**config.mk**
```make
export PLATFORM = sky130hd
export DESIGN_NAME = pwm_channel
export DESIGN_NICKNAME = d
export VERILOG_FILES = /design/src/rtl/pwm_ch_pkg.sv /design/src/rtl/pwm_tick_sel.sv /design/src/rtl/pwm_regs.sv /design/src/rtl/pwm_wave_core.sv /design/src/rtl/pwm_channel.sv
export SDC_FILE = /design/constraint.sdc
export NUM_CORES = 1
export LEC_CHECK = 0
export ABC_CLOCK_PERIOD_IN_PS = 10700
export BUFFER_PORTS_ARGS = -buffer_cell sky130_fd_sc_hd__buf_4
export CAP_MARGIN = 10
export CORE_MARGIN = 2
export CORE_UTILIZATION = 30
export CTS_CLUSTER_DIAMETER = 150
export DETAILED_ROUTE_END_ITERATION = 12
export SLEW_MARGIN = 40
export SYNTH_ARGS = -nofsm -noshare
export SYNTH_HDL_FRONTEND = slang
export SYNTH_HIERARCHICAL = 1
export SYNTH_SLANG_ARGS = --single-unit
```
**constraint.sdc**
```tcl
create_clock -name clk -period 10.7 [get_ports clk]
set_clock_uncertainty 0.15 [all_clocks]
set_input_delay 1.605 -clock clk [delete_from_list [all_inputs] [get_ports clk]]
set_output_delay 1.605 -clock clk [all_outputs]
set_load 0.05 [all_outputs]
```
**src/rtl/pwm_ch_pkg.sv**
```systemverilog
// Package: shared types and address decode for the PWM channel.
// Assumes a 5-bit byte address with registers on 4-byte boundaries.
package pwm_ch_pkg;

    localparam int ADDR_W = 5;

    typedef enum logic [2:0] {
        REG_MODE,
        REG_DUTY,
        REG_PER,
        REG_CNT,
        REG_UPD,
        REG_NONE
    } reg_sel_e;

    typedef struct packed {
        logic       upd_per;   // update target: 0 duty, 1 period
        logic       pol;       // active level at period start
        logic       center;    // 1 = triangle counting
        logic [3:0] clk_sel;   // tick source select
    } mode_t;

    // Map a byte address to a register selector
    function automatic reg_sel_e decode_addr(logic [ADDR_W-1:0] a);
        case (a)
            5'h00:   return REG_MODE;
            5'h04:   return REG_DUTY;
            5'h08:   return REG_PER;
            5'h0C:   return REG_CNT;
            5'h10:   return REG_UPD;
            default: return REG_NONE;
        endcase
    endfunction

endpackage

```
**src/rtl/pwm_tick_sel.sv**
```systemverilog
// Tick source selector: a free-running divider offers ticks at 2^n
// cycle intervals for n = 0..DIV_STEPS; two further selects pass the
// external enables through; remaining selects give no tick.
// Assumes the external enables are synchronous to clk.
module pwm_tick_sel #(
    parameter int DIV_STEPS = 10,
    parameter int SEL_W     = 4
) (
    input  logic             clk,
    input  logic             rst_n,
    input  logic [SEL_W-1:0] sel,
    input  logic             aux_a_en,
    input  logic             aux_b_en,
    output logic             tick
);
    localparam logic [SEL_W-1:0] SEL_DIV_MAX = SEL_W'(DIV_STEPS);
    localparam logic [SEL_W-1:0] SEL_AUX_A   = SEL_W'(DIV_STEPS + 1);
    localparam logic [SEL_W-1:0] SEL_AUX_B   = SEL_W'(DIV_STEPS + 2);

    logic [DIV_STEPS-1:0] pre_q;
    logic [DIV_STEPS:0]   div_hit;

    // Free-running prescale counter
    always_ff @(posedge clk) begin
        if (!rst_n) pre_q <= '0;
        else        pre_q <= pre_q + 1'b1;
    end

    assign div_hit[0] = 1'b1;
    genvar gi;
    generate
        for (gi = 1; gi <= DIV_STEPS; gi++) begin : g_div
            assign div_hit[gi] = &pre_q[gi-1:0];
        end
    endgenerate

    // Pick the tick source named by the select
    always_comb begin
        if (sel <= SEL_DIV_MAX)    tick = div_hit[sel];
        else if (sel == SEL_AUX_A) tick = aux_a_en;
        else if (sel == SEL_AUX_B) tick = aux_b_en;
        else                       tick = 1'b0;
    end


    div2_gap_chk: assert property (@(posedge clk) disable iff (!rst_n)
        (sel == SEL_W'(1) && tick) |=> !(sel == SEL_W'(1) && tick));

endmodule

```
**src/rtl/pwm_regs.sv**
```systemverilog
// Register file: mode, duty and period storage, the update shadow with
// its pending flag, and combinational read-back. A pending update is
// committed on the wrap strobe from the counter. A direct write in the
// same cycle as a commit wins over the commit.
module pwm_regs
    import pwm_ch_pkg::*;
#(
    parameter int DATA_W = 32
) (
    input  logic              clk,
    input  logic              rst_n,
    input  logic              bus_wr,
    input  logic [ADDR_W-1:0] bus_addr,
    input  logic [DATA_W-1:0] bus_wdata,
    output logic [DATA_W-1:0] bus_rdata,
    input  logic              wrap,
    input  logic [DATA_W-1:0] cnt,
    output mode_t             mode,
    output logic [DATA_W-1:0] duty,
    output logic [DATA_W-1:0] period
);
    localparam int MODE_W = $bits(mode_t);

    reg_sel_e          sel;
    logic [DATA_W-1:0] shadow_q;
    logic              pend_q;
    logic              tgt_q;
    logic              upd_wr;

    assign sel    = decode_addr(bus_addr);
    assign upd_wr = bus_wr && (sel == REG_UPD);

    // Register writes and shadow commit at period start
    always_ff @(posedge clk) begin
        if (!rst_n) begin
            mode     <= '0;
            duty     <= '0;
            period   <= '0;
            shadow_q <= '0;
            pend_q   <= 1'b0;
            tgt_q    <= 1'b0;
        end else begin
            if (wrap && pend_q) begin
                if (tgt_q) period <= shadow_q;
                else       duty   <= shadow_q;
                pend_q <= 1'b0;
            end
            if (bus_wr) begin
                case (sel)
                    REG_MODE: mode <= '{upd_per: bus_wdata[10],
                                        pol:     bus_wdata[9],
                                        center:  bus_wdata[8],
                                        clk_sel: bus_wdata[3:0]};
                    REG_DUTY: duty <= bus_wdata;
                    REG_PER:  period <= bus_wdata;
                    REG_UPD: begin
                        shadow_q <= bus_wdata;
                        pend_q   <= 1'b1;
                        tgt_q    <= mode.upd_per;
                    end
                    default: ;
                endcase
            end
        end
    end

    // Read-back multiplexer
    always_comb begin
        case (sel)
            REG_MODE: bus_rdata = DATA_W'({mode.upd_per, mode.pol, mode.center,
                                           4'b0000, mode.clk_sel});
            REG_DUTY: bus_rdata = duty;
            REG_PER:  bus_rdata = period;
            REG_CNT:  bus_rdata = cnt;
            REG_UPD:  bus_rdata = shadow_q;
            default:  bus_rdata = '0;
        endcase
    end


    pend_once_chk: assert property (@(posedge clk) disable iff (!rst_n)
        (wrap && !upd_wr) |=> !pend_q);


    duty_hold_chk: assert property (@(posedge clk) disable iff (!rst_n)
        (!(wrap && pend_q && !tgt_q) && !(bus_wr && sel == REG_DUTY))
        |=> $stable(duty));


    per_commit_chk: assert property (@(posedge clk) disable iff (!rst_n)
        (wrap && pend_q && tgt_q && !(bus_wr && sel == REG_PER))
        |=> (period == $past(shadow_q)));

    initial begin

        mode_width_chk: assert (MODE_W == 7);
    end

endmodule

```
**src/rtl/pwm_wave_core.sv**
```systemverilog
// Waveform core: sawtooth or triangle counter advanced by tick, the
// period-end strobe, the registered period-start pulse and the duty
// compare. Assumes duty and period are stable apart from commits that
// coincide with the wrap strobe.
module pwm_wave_core #(
    parameter int DATA_W = 32
) (
    input  logic              clk,
    input  logic              rst_n,
    input  logic              en,
    input  logic              tick,
    input  logic              center,
    input  logic              pol,
    input  logic [DATA_W-1:0] duty,
    input  logic [DATA_W-1:0] period,
    output logic [DATA_W-1:0] cnt,
    output logic              wrap,
    output logic              period_start,
    output logic              pwm_out
);
    localparam logic [DATA_W-1:0] ONE = DATA_W'(1);

    logic down_q;
    logic per_zero;
    logic end_left;
    logic end_center;
    logic active;

    assign per_zero   = (period == '0);
    assign end_left   = !center && (cnt >= period - ONE);
    assign end_center = center && (cnt <= ONE) && (down_q || cnt >= period);

    // Period end: the tick that returns the counter to zero
    always_comb begin
        wrap = en && tick && (per_zero || end_left || end_center);
    end

    // Counter and slope direction
    always_ff @(posedge clk) begin
        if (!rst_n || !en) begin
            cnt    <= '0;
            down_q <= 1'b0;
        end else if (tick) begin
            if (per_zero) begin
                cnt    <= '0;
                down_q <= 1'b0;
            end else if (!center) begin
                cnt    <= end_left ? '0 : cnt + ONE;
                down_q <= 1'b0;
            end else if (!down_q) begin
                if (cnt >= period) begin
                    cnt    <= cnt - ONE;
                    down_q <= (cnt > ONE);
                end else begin
                    cnt <= cnt + ONE;
                end
            end else begin
                if (cnt <= ONE) begin
                    cnt    <= '0;
                    down_q <= 1'b0;
                end else begin
                    cnt <= cnt - ONE;
                end
            end
        end
    end

    // Period-start pulse, aligned with the first zero count
    always_ff @(posedge clk) begin
        if (!rst_n) period_start <= 1'b0;
        else        period_start <= wrap;
    end

    // Duty compare, saturating to full-on when duty reaches the period
    always_comb begin
        active  = (duty != '0) && ((cnt < duty) || (duty >= period));
        pwm_out = (en && active) ? pol : ~pol;
    end


    en_hold_chk: assert property (@(posedge clk) disable iff (!rst_n)
        !en |=> (cnt == '0));


    start_zero_chk: assert property (@(posedge clk) disable iff (!rst_n)
        period_start |-> (cnt == '0));


    center_step_chk: assert property (@(posedge clk) disable iff (!rst_n)
        (en && center && !per_zero && tick && down_q && cnt > ONE)
        |=> (!en || cnt == $past(cnt) - ONE));


    duty_zero_chk: assert property (@(posedge clk) disable iff (!rst_n)
        (duty == '0) |-> (pwm_out == ~pol));

endmodule

```
**src/rtl/pwm_channel.sv**
```systemverilog
// Top: one double-buffered PWM channel. Connects the tick selector,
// register file and waveform core. Synchronous active-low reset.
module pwm_channel
    import pwm_ch_pkg::*;
#(
    parameter int DATA_W    = 32,
    parameter int DIV_STEPS = 10
) (
    input  logic              clk,
    input  logic              rst_n,
    input  logic              en,
    input  logic              aux_a_en,
    input  logic              aux_b_en,
    input  logic              bus_wr,
    input  logic [4:0]        bus_addr,
    input  logic [DATA_W-1:0] bus_wdata,
    output logic [DATA_W-1:0] bus_rdata,
    output logic              pwm_out,
    output logic              period_start,
    output logic [DATA_W-1:0] count_out
);
    mode_t             mode;
    logic [DATA_W-1:0] duty;
    logic [DATA_W-1:0] period;
    logic [DATA_W-1:0] cnt;
    logic              tick;
    logic              wrap;

    pwm_tick_sel #(
        .DIV_STEPS(DIV_STEPS),
        .SEL_W    (4)
    ) tick_i (
        .clk     (clk),
        .rst_n   (rst_n),
        .sel     (mode.clk_sel),
        .aux_a_en(aux_a_en),
        .aux_b_en(aux_b_en),
        .tick    (tick)
    );

    pwm_regs #(
        .DATA_W(DATA_W)
    ) regs_i (
        .clk      (clk),
        .rst_n    (rst_n),
        .bus_wr   (bus_wr),
        .bus_addr (bus_addr),
        .bus_wdata(bus_wdata),
        .bus_rdata(bus_rdata),
        .wrap     (wrap),
        .cnt      (cnt),
        .mode     (mode),
        .duty     (duty),
        .period   (period)
    );

    pwm_wave_core #(
        .DATA_W(DATA_W)
    ) core_i (
        .clk         (clk),
        .rst_n       (rst_n),
        .en          (en),
        .tick        (tick),
        .center      (mode.center),
        .pol         (mode.pol),
        .duty        (duty),
        .period      (period),
        .cnt         (cnt),
        .wrap        (wrap),
        .period_start(period_start),
        .pwm_out     (pwm_out)
    );

    assign count_out = cnt;

endmodule

```
==> results.sh, run 1 <==
export IMPL_cp_start_kind="register"
export IMPL_clk_pin_slew_ns=0.07
export IMPL_cp_max_fo=4
export IMPL_cts_inserted_buffers=17
export IMPL_io_buffers=108
export IMPL_swShare_pct=34.6
export IMPL_post_route_period_util_pct=56.0
export IMPL_floorplan_initialDensity_pct=30.3
export IMPL_place_hpwl_um=34500
export IMPL_die_area_mm2=0.0439
export IMPL_hold_class="reg2reg"
export IMPL_gp_congestion=0.957
export IMPL_final_cells=2219
export IMPL_crit_family="compound AO/OA/AOI/OAI gates"
export IMPL_cts_path_max_buffers=2
export IMPL_io_pins=109
export IMPL_coreArea_mm2=0.0418
export IMPL_avgViaCountPerCell=5.94
export IMPL_wl_per_cell_um=21.3
export IMPL_clk_latency_ns=0.46
export IMPL_slew_viol_final=0
export IMPL_ant_nets=0
export IMPL_p_sw_uw=543
export IMPL_maxCapViolCount=0
export IMPL_dr_pass1_iters=5
export IMPL_power_density_mw_per_mm2=109
export IMPL_synth_area_per_cell_um2=7.82
export IMPL_synth_cell_types=84
export IMPL_synth_edf_count=0
export IMPL_hold_viol=0
export IMPL_antenna_cells=0
export IMPL_total_power_uw=1570
export IMPL_utilization_pct=34.5
export IMPL_pwr_share_clk_pct=38.7
export IMPL_cts_htree_levels=4
export IMPL_cts_root_buffer="clkbuf_16"
export IMPL_min_period_ns=5.99
export IMPL_power_internal_uw=1030
export IMPL_worstPathCellList="inv_1 -> ha_1 -> nand2b_1 -> a211oi_1 -> o21ai_0 -> or4_1 -> nand4_1 -> a31oi_1 -> o41ai_1 -> xor2_1 -> buf_4"
export IMPL_max_freq_mhz=167
export IMPL_ys_seq_area_share_pct=23.6
export IMPL_wirelength_um=47300
export IMPL_grt_overflow=0
export IMPL_drc=0
export IMPL_p_seq_share_pct=37.2
export IMPL_synthToLayoutAreaGrowth_pct=13.9
export IMPL_slowest_stage="o41ai_1"
export IMPL_dp_cells=2187
export IMPL_crit_buf_inv=2
export IMPL_syn_nets=1798
export IMPL_syn_inst=1619
export IMPL_rsz0062_at_grt="no"
export IMPL_ys_async_sr_fraction_pct=0
export IMPL_required_ns=8.95
export IMPL_final_setup_viol_count=0
export IMPL_cts_resized=0
export IMPL_grt_antenna_before_repair=0
export IMPL_ys_flop_type="dfxtp_1"
export IMPL_cts_setup_buffers=0
export IMPL_peakVddDrop_mv=0.119
export IMPL_worstMarginPinSlew_ns=0.896
export IMPL_synth_area_mm2=0.0127
export IMPL_hold_slack_ns=0.354
export IMPL_drive_gt1_share_pct=12.5
export IMPL_row_count=75
export IMPL_status="completed"
export IMPL_grt_start_max_net_pins=90
export IMPL_cts_tree="yes"
export IMPL_critPathKind="reg2out"
export IMPL_crit_path_end_kind="primary output"
export IMPL_synth_seq_cells=149
export IMPL_grt_pass1_wl_um=73100
export IMPL_drt_iter0_markers=1284
export IMPL_holdBufCountCts=0
export IMPL_crit_arrival_ns=4.23
export IMPL_grt_usage_pct=21.3
export IMPL_die_h_um=209
export IMPL_grt_pass1_vias=12431
export IMPL_die_w_um=209
export IMPL_total_leakage_power_uw=0.00556
export IMPL_tns_ns=0
export IMPL_combPwrFrac_pct=24.2
export IMPL_ys_warn_count=6
export IMPL_max_slew_margin_rel_pct=39.5
export IMPL_numClockSinks=149
export IMPL_cpPeakStageDelay_ns=0.75
export IMPL_num_vias=13179
export IMPL_fin_nets=1846
-- registers in the layout, indices dropped and copies added, names as in the netlist --
register / flops
regs_i/shadow_q: 32
regs_i/mode: 7
tick_i/pre_q: 10
regs_i/pend_q: 1
regs_i/tgt_q: 1
regs_i/period: 32
core_i/down_q: 1
regs_i/duty: 32
core_i/period_start: 1
core_i/cnt: 32
-- worst paths after layout --
path                                         start                          endpoint  slack (ns)  cells after the start
setup / recovery         regs_i/duty[0]$_SDFF_PN0_                           pwm_out        4.71                     11
hold reg to reg   regs_i/shadow_q[15]$_SDFFE_PN0P_  regs_i/shadow_q[15]$_SDFFE_PN0P_        0.35                      2
setup reg to reg       regs_i/period[5]$_SDFF_PN0_      regs_i/period[25]$_SDFF_PN0_        4.74                     19
hold / removal    regs_i/shadow_q[15]$_SDFFE_PN0P_  regs_i/shadow_q[15]$_SDFFE_PN0P_        0.35                      2
-- through the flow --
| stage | cell area (um2) | setup WS, ns |
|---|---|---|
| floorplan | 12700 | 5.84 |
| CTS | 14400 | 4.74 |
| detailed placement | 13800 | 4.77 |
| global route | 14400 | 4.31 |
| finish | 14400 | 4.71 |
| global placement | 13800 | 5.04 |
-- per-layer routing --
layer,track usage (%),vias up,wire length (um)
li1,-,6146,-
met1,28.9,6291,20800
met2,33.0,629,20800
met3,3.41,113,3760
met4,9.90,0,1900
met5,0,-,0
-- power groups by stage --
stage / logic [uW] / registers [uW] / clock network [uW]
after floorplan: 249 / 599 / 0
after CTS: 371 / 583 / 621
after global placement: 361 / 595 / 0
after global routing: 410 / 584 / 638
after detailed placement: 370 / 595 / 0
final: 379 / 583 / 606
-- kinds of logic (layout without fill, tap and decap cells) --
| group | after synthesis | in the layout | share of synthesized area, % |
|---|---|---|---|
| AO/OA/AOI/OAI | 423 | 423 | 23.8 |
| XOR/XNOR | 34 | 34 | 2.35 |
| adder cells (fa/ha/maj) | 136 | 136 | 13.4 |
| buffers and inverters | 195 | 256 | 6.83 |
| flip-flops | 149 | 149 | 23.6 |
| multiplexers | 76 | 76 | 6.01 |
| AND/OR/NAND/NOR | 606 | 606 | 24.0 |
-- synth_stat cells, drive strengths merged (10+ instances only) --
| library cell | count | area (um2) |
|---|---|---|
| o31ai | 66 | 495 |
| a21oi | 56 | 292 |
| buf | 40 | 282 |
| mux2i | 76 | 761 |
| nor2 | 73 | 277 |
| ha | 136 | 1700 |
| nand2 | 268 | 1010 |
| a21o | 20 | 150 |
| nor3 | 44 | 235 |
| o21ai | 50 | 254 |
| clkbuf | 61 | 230 |
| nor4 | 41 | 339 |
| nand4 | 38 | 244 |
| or3 | 13 | 81.3 |
| nand3 | 42 | 215 |
| and3 | 19 | 119 |
| a211oi | 19 | 143 |
| a221o | 27 | 270 |
| a21boi | 10 | 75.1 |
| dfxtp | 149 | 2980 |
| inv | 94 | 353 |
| or4 | 11 | 93.8 |
| a31oi | 78 | 488 |
| or2 | 11 | 68.8 |
| xnor2 | 31 | 272 |
| a2111oi | 12 | 111 |
| o21a | 11 | 82.6 |
-- placed cells by master, fill, tap and decap left out, types with 19 or more instances in the layout --
master	count
a211oi_1	19
a21o_1	20
a21oi_1	53
a221o_1	27
a31oi_1	78
buf_4	129
dfxtp_1	149
ha_1	136
inv_1	93
mux2i_1	76
nand2_1	268
nand3_1	40
nand4_1	37
nor2_1	71
nor3_1	41
nor4_1	31
o21ai_0	49
o31ai_1	66
xnor2_1	31
-- tightest hold or removal path, stage by stage, from the launching register on --
cell,delay [ns]
dfxtp_1,0.34
nand2_1,0.07
mux2i_1,0.05
-- area by class of cell --
cell class,instances,area (um2)
fillers,4340,27300
multi-input cells,1275,8860
flip-flops and latches,149,2980
repair buffers,130,980
well taps,539,674
clock buffers,19,453
inverters,94,353
clock inverters,13,121
Power figures use the tool's default switching activity.
==> run 2: changes to the inputs <==
- ABC_CLOCK_PERIOD_IN_PS: 10700 -> 5800
- clock period: 10.7 -> 5.8 ns (I/O delays scaled with it)
==> run 2 against run 1 <==
Compared with the run above:
- hold slack got worse by 0.0056 ns
- via count barely moved
- first-iteration DRC count fell by 9.5%
- critical path type is now reg2reg
- largest cell class unchanged
==> results.sh, run 2 (synthesis gave the netlist of run 1 again) <==
export IMPL_status="completed"
export IMPL_tns_ns=0
export IMPL_crit_buf_inv=2
export IMPL_final_common_cell="nand2_1"
export IMPL_crit_arrival_ns=5.53
export IMPL_critPathKind="reg2reg"
export IMPL_dr_pass1_iters=5
export IMPL_cp_start_kind="register"
export IMPL_final_setup_viol_count=0
export IMPL_die_area_mm2=0.0439
export IMPL_max_freq_mhz=189
export IMPL_hold_slack_ns=0.349
export IMPL_fin_nets=1870
export IMPL_place_ws_ns=0.667
export IMPL_gp_congestion=0.962
export IMPL_num_vias=13186
export IMPL_crit_family="simple AND/OR/NAND/NOR gates"
export IMPL_drt_iter0_markers=1162
export IMPL_die_h_um=209
export IMPL_cts_tree="yes"
export IMPL_total_leakage_power_uw=0.00569
export IMPL_post_route_period_util_pct=91.4
export IMPL_wl_per_cell_um=20.7
export IMPL_maxCapViolCount=0
export IMPL_clk_pin_slew_ns=0.07
export IMPL_slowest_stage="dfxtp_1"
export IMPL_power_density_mw_per_mm2=199
export IMPL_synthToLayoutAreaGrowth_pct=15.2
export IMPL_numClockSinks=149
export IMPL_cts_resized=0
export IMPL_drive_gt1_share_pct=13.3
export IMPL_place_hpwl_um=34800
export IMPL_grt_antenna_before_repair=0
export IMPL_min_period_ns=5.30
export IMPL_clk_latency_ns=0.46
export IMPL_timing_final_ws_setup_ns=0.498
export IMPL_seq_area_mm2=0.00298
export IMPL_floorplan_initialDensity_pct=30.3
export IMPL_fill_cells=4368
export IMPL_ant_nets=0
export IMPL_cp_max_fo=32
export IMPL_cts_path_max_buffers=2
export IMPL_mostFrequentLayoutCells="268 x nand2_1, 152 x buf_4, 149 x dfxtp_1"
export IMPL_avgViaCountPerCell=5.88
export IMPL_rsz0062_at_grt="no"
export IMPL_hold_viol=0
export IMPL_cts_root_buffer="clkbuf_16"
export IMPL_utilization_pct=34.9
export IMPL_antenna_cells=0
export IMPL_grt_overflow=0
export IMPL_multiInputGateArea_mm2=0.00883
export IMPL_cts_inserted_buffers=17
export IMPL_io_buffers=108
export IMPL_max_slew_margin_rel_pct=44.0
export IMPL_cts_htree_levels=4
export IMPL_hold_class="reg2reg"
export IMPL_cpPeakStageDelay_ns=0.40
export IMPL_row_count=75
export IMPL_holdBufCountCts=0
export IMPL_worstPathCellList="nor4_1 -> buf_4 -> and3_1 -> nand2_1 -> nor3_1 -> nand2_1 -> or2_2 -> nor3_1 -> xnor2_1 -> ha_1 -> nand4_1 -> nor2_1 -> o21ai_0 -> or3_1 -> o311ai_2 -> nor2_1 -> o31ai_1 -> and3_1 -> and3_1 -> buf_4 -> nand2_1 -> a31oi_1"
export IMPL_peakVddDrop_mv=0.182
export IMPL_io_pins=109
export IMPL_crit_path_end_kind="register"
export IMPL_cts_setup_buffers=0
export IMPL_worstMarginPinSlew_ns=0.833
export IMPL_die_w_um=209
export IMPL_required_ns=6.03
export IMPL_slew_viol_final=0
export IMPL_grt_usage_pct=20.9
export IMPL_drc=0
export IMPL_wirelength_um=46400
export IMPL_grt_pass1_wl_um=72200
export IMPL_coreArea_mm2=0.0418
export IMPL_grt_start_max_net_pins=103
export IMPL_grt_pass1_vias=12530
[run 2: metrics by stage]
step | instances | area (um2) | total power (uW)
after floorplan | 1619 | 12700 | 1560
after global placement | 2211 | 14000 | 1780
after detailed placement | 2211 | 14000 | 1790
after CTS | 2242 | 14600 | 2900
after global routing | 2242 | 14600 | 3010
final | 2242 | 14600 | 2900
[run 2: area by class of cell]
type	count	share of cell area (%)
inverter	94	2.42
timing repair buffer	154	8.04
tap	539	4.63
clock inverter	10	0.652
clock buffer	21	3.23
sequential	149	20.5
multi-input combinational	1275	60.6
[run 2: final timing paths]
| check | start | endpoint | slack, ns | cells past startpoint |
|---|---|---|---|---|
| worst min register to register | regs_i/mode[6]$_SDFFE_PN0P_ | regs_i/tgt_q$_SDFFE_PN0P_ | 0.35 | 2 |
| worst min-delay path | regs_i/mode[6]$_SDFFE_PN0P_ | regs_i/tgt_q$_SDFFE_PN0P_ | 0.35 | 2 |
| worst max-delay path | regs_i/period[3]$_SDFF_PN0_ | regs_i/period[22]$_SDFF_PN0_ | 0.50 | 22 |
| worst max register to register | regs_i/period[3]$_SDFF_PN0_ | regs_i/period[22]$_SDFF_PN0_ | 0.50 | 22 |
[run 2: worst reg2reg max path, stage by stage (launching register included)]
cell	delay [ns]
dfxtp_1	0.40
nor4_1	0.40
buf_4	0.20
and3_1	0.25
nand2_1	0.14
nor3_1	0.27
nand2_1	0.15
or2_2	0.35
nor3_1	0.22
xnor2_1	0.12
ha_1	0.31
nand4_1	0.12
nor2_1	0.22
o21ai_0	0.15
or3_1	0.34
o311ai_2	0.09
nor2_1	0.09
o31ai_1	0.12
and3_1	0.31
and3_1	0.18
buf_4	0.37
nand2_1	0.14
a31oi_1	0.18
[run 2: report_power, final]
part / total, uW / internal, uW / leakage, uW / switching (uW)
registers: 1070 / 1040 / 0.00120 / 28.5
logic: 710 / 247 / 0.00421 / 463
clock network: 1120 / 624 / 0.000276 / 496
total: 2900 / 1910 / 0.00569 / 988
[run 2: layer usage]
layer | share of wire (%) | track usage [%]
met3 | 7.6 | 3.11
met5 | 0 | 0
met2 | 44 | 32.4
met4 | 2.9 | 8.10
met1 | 46 | 29.2
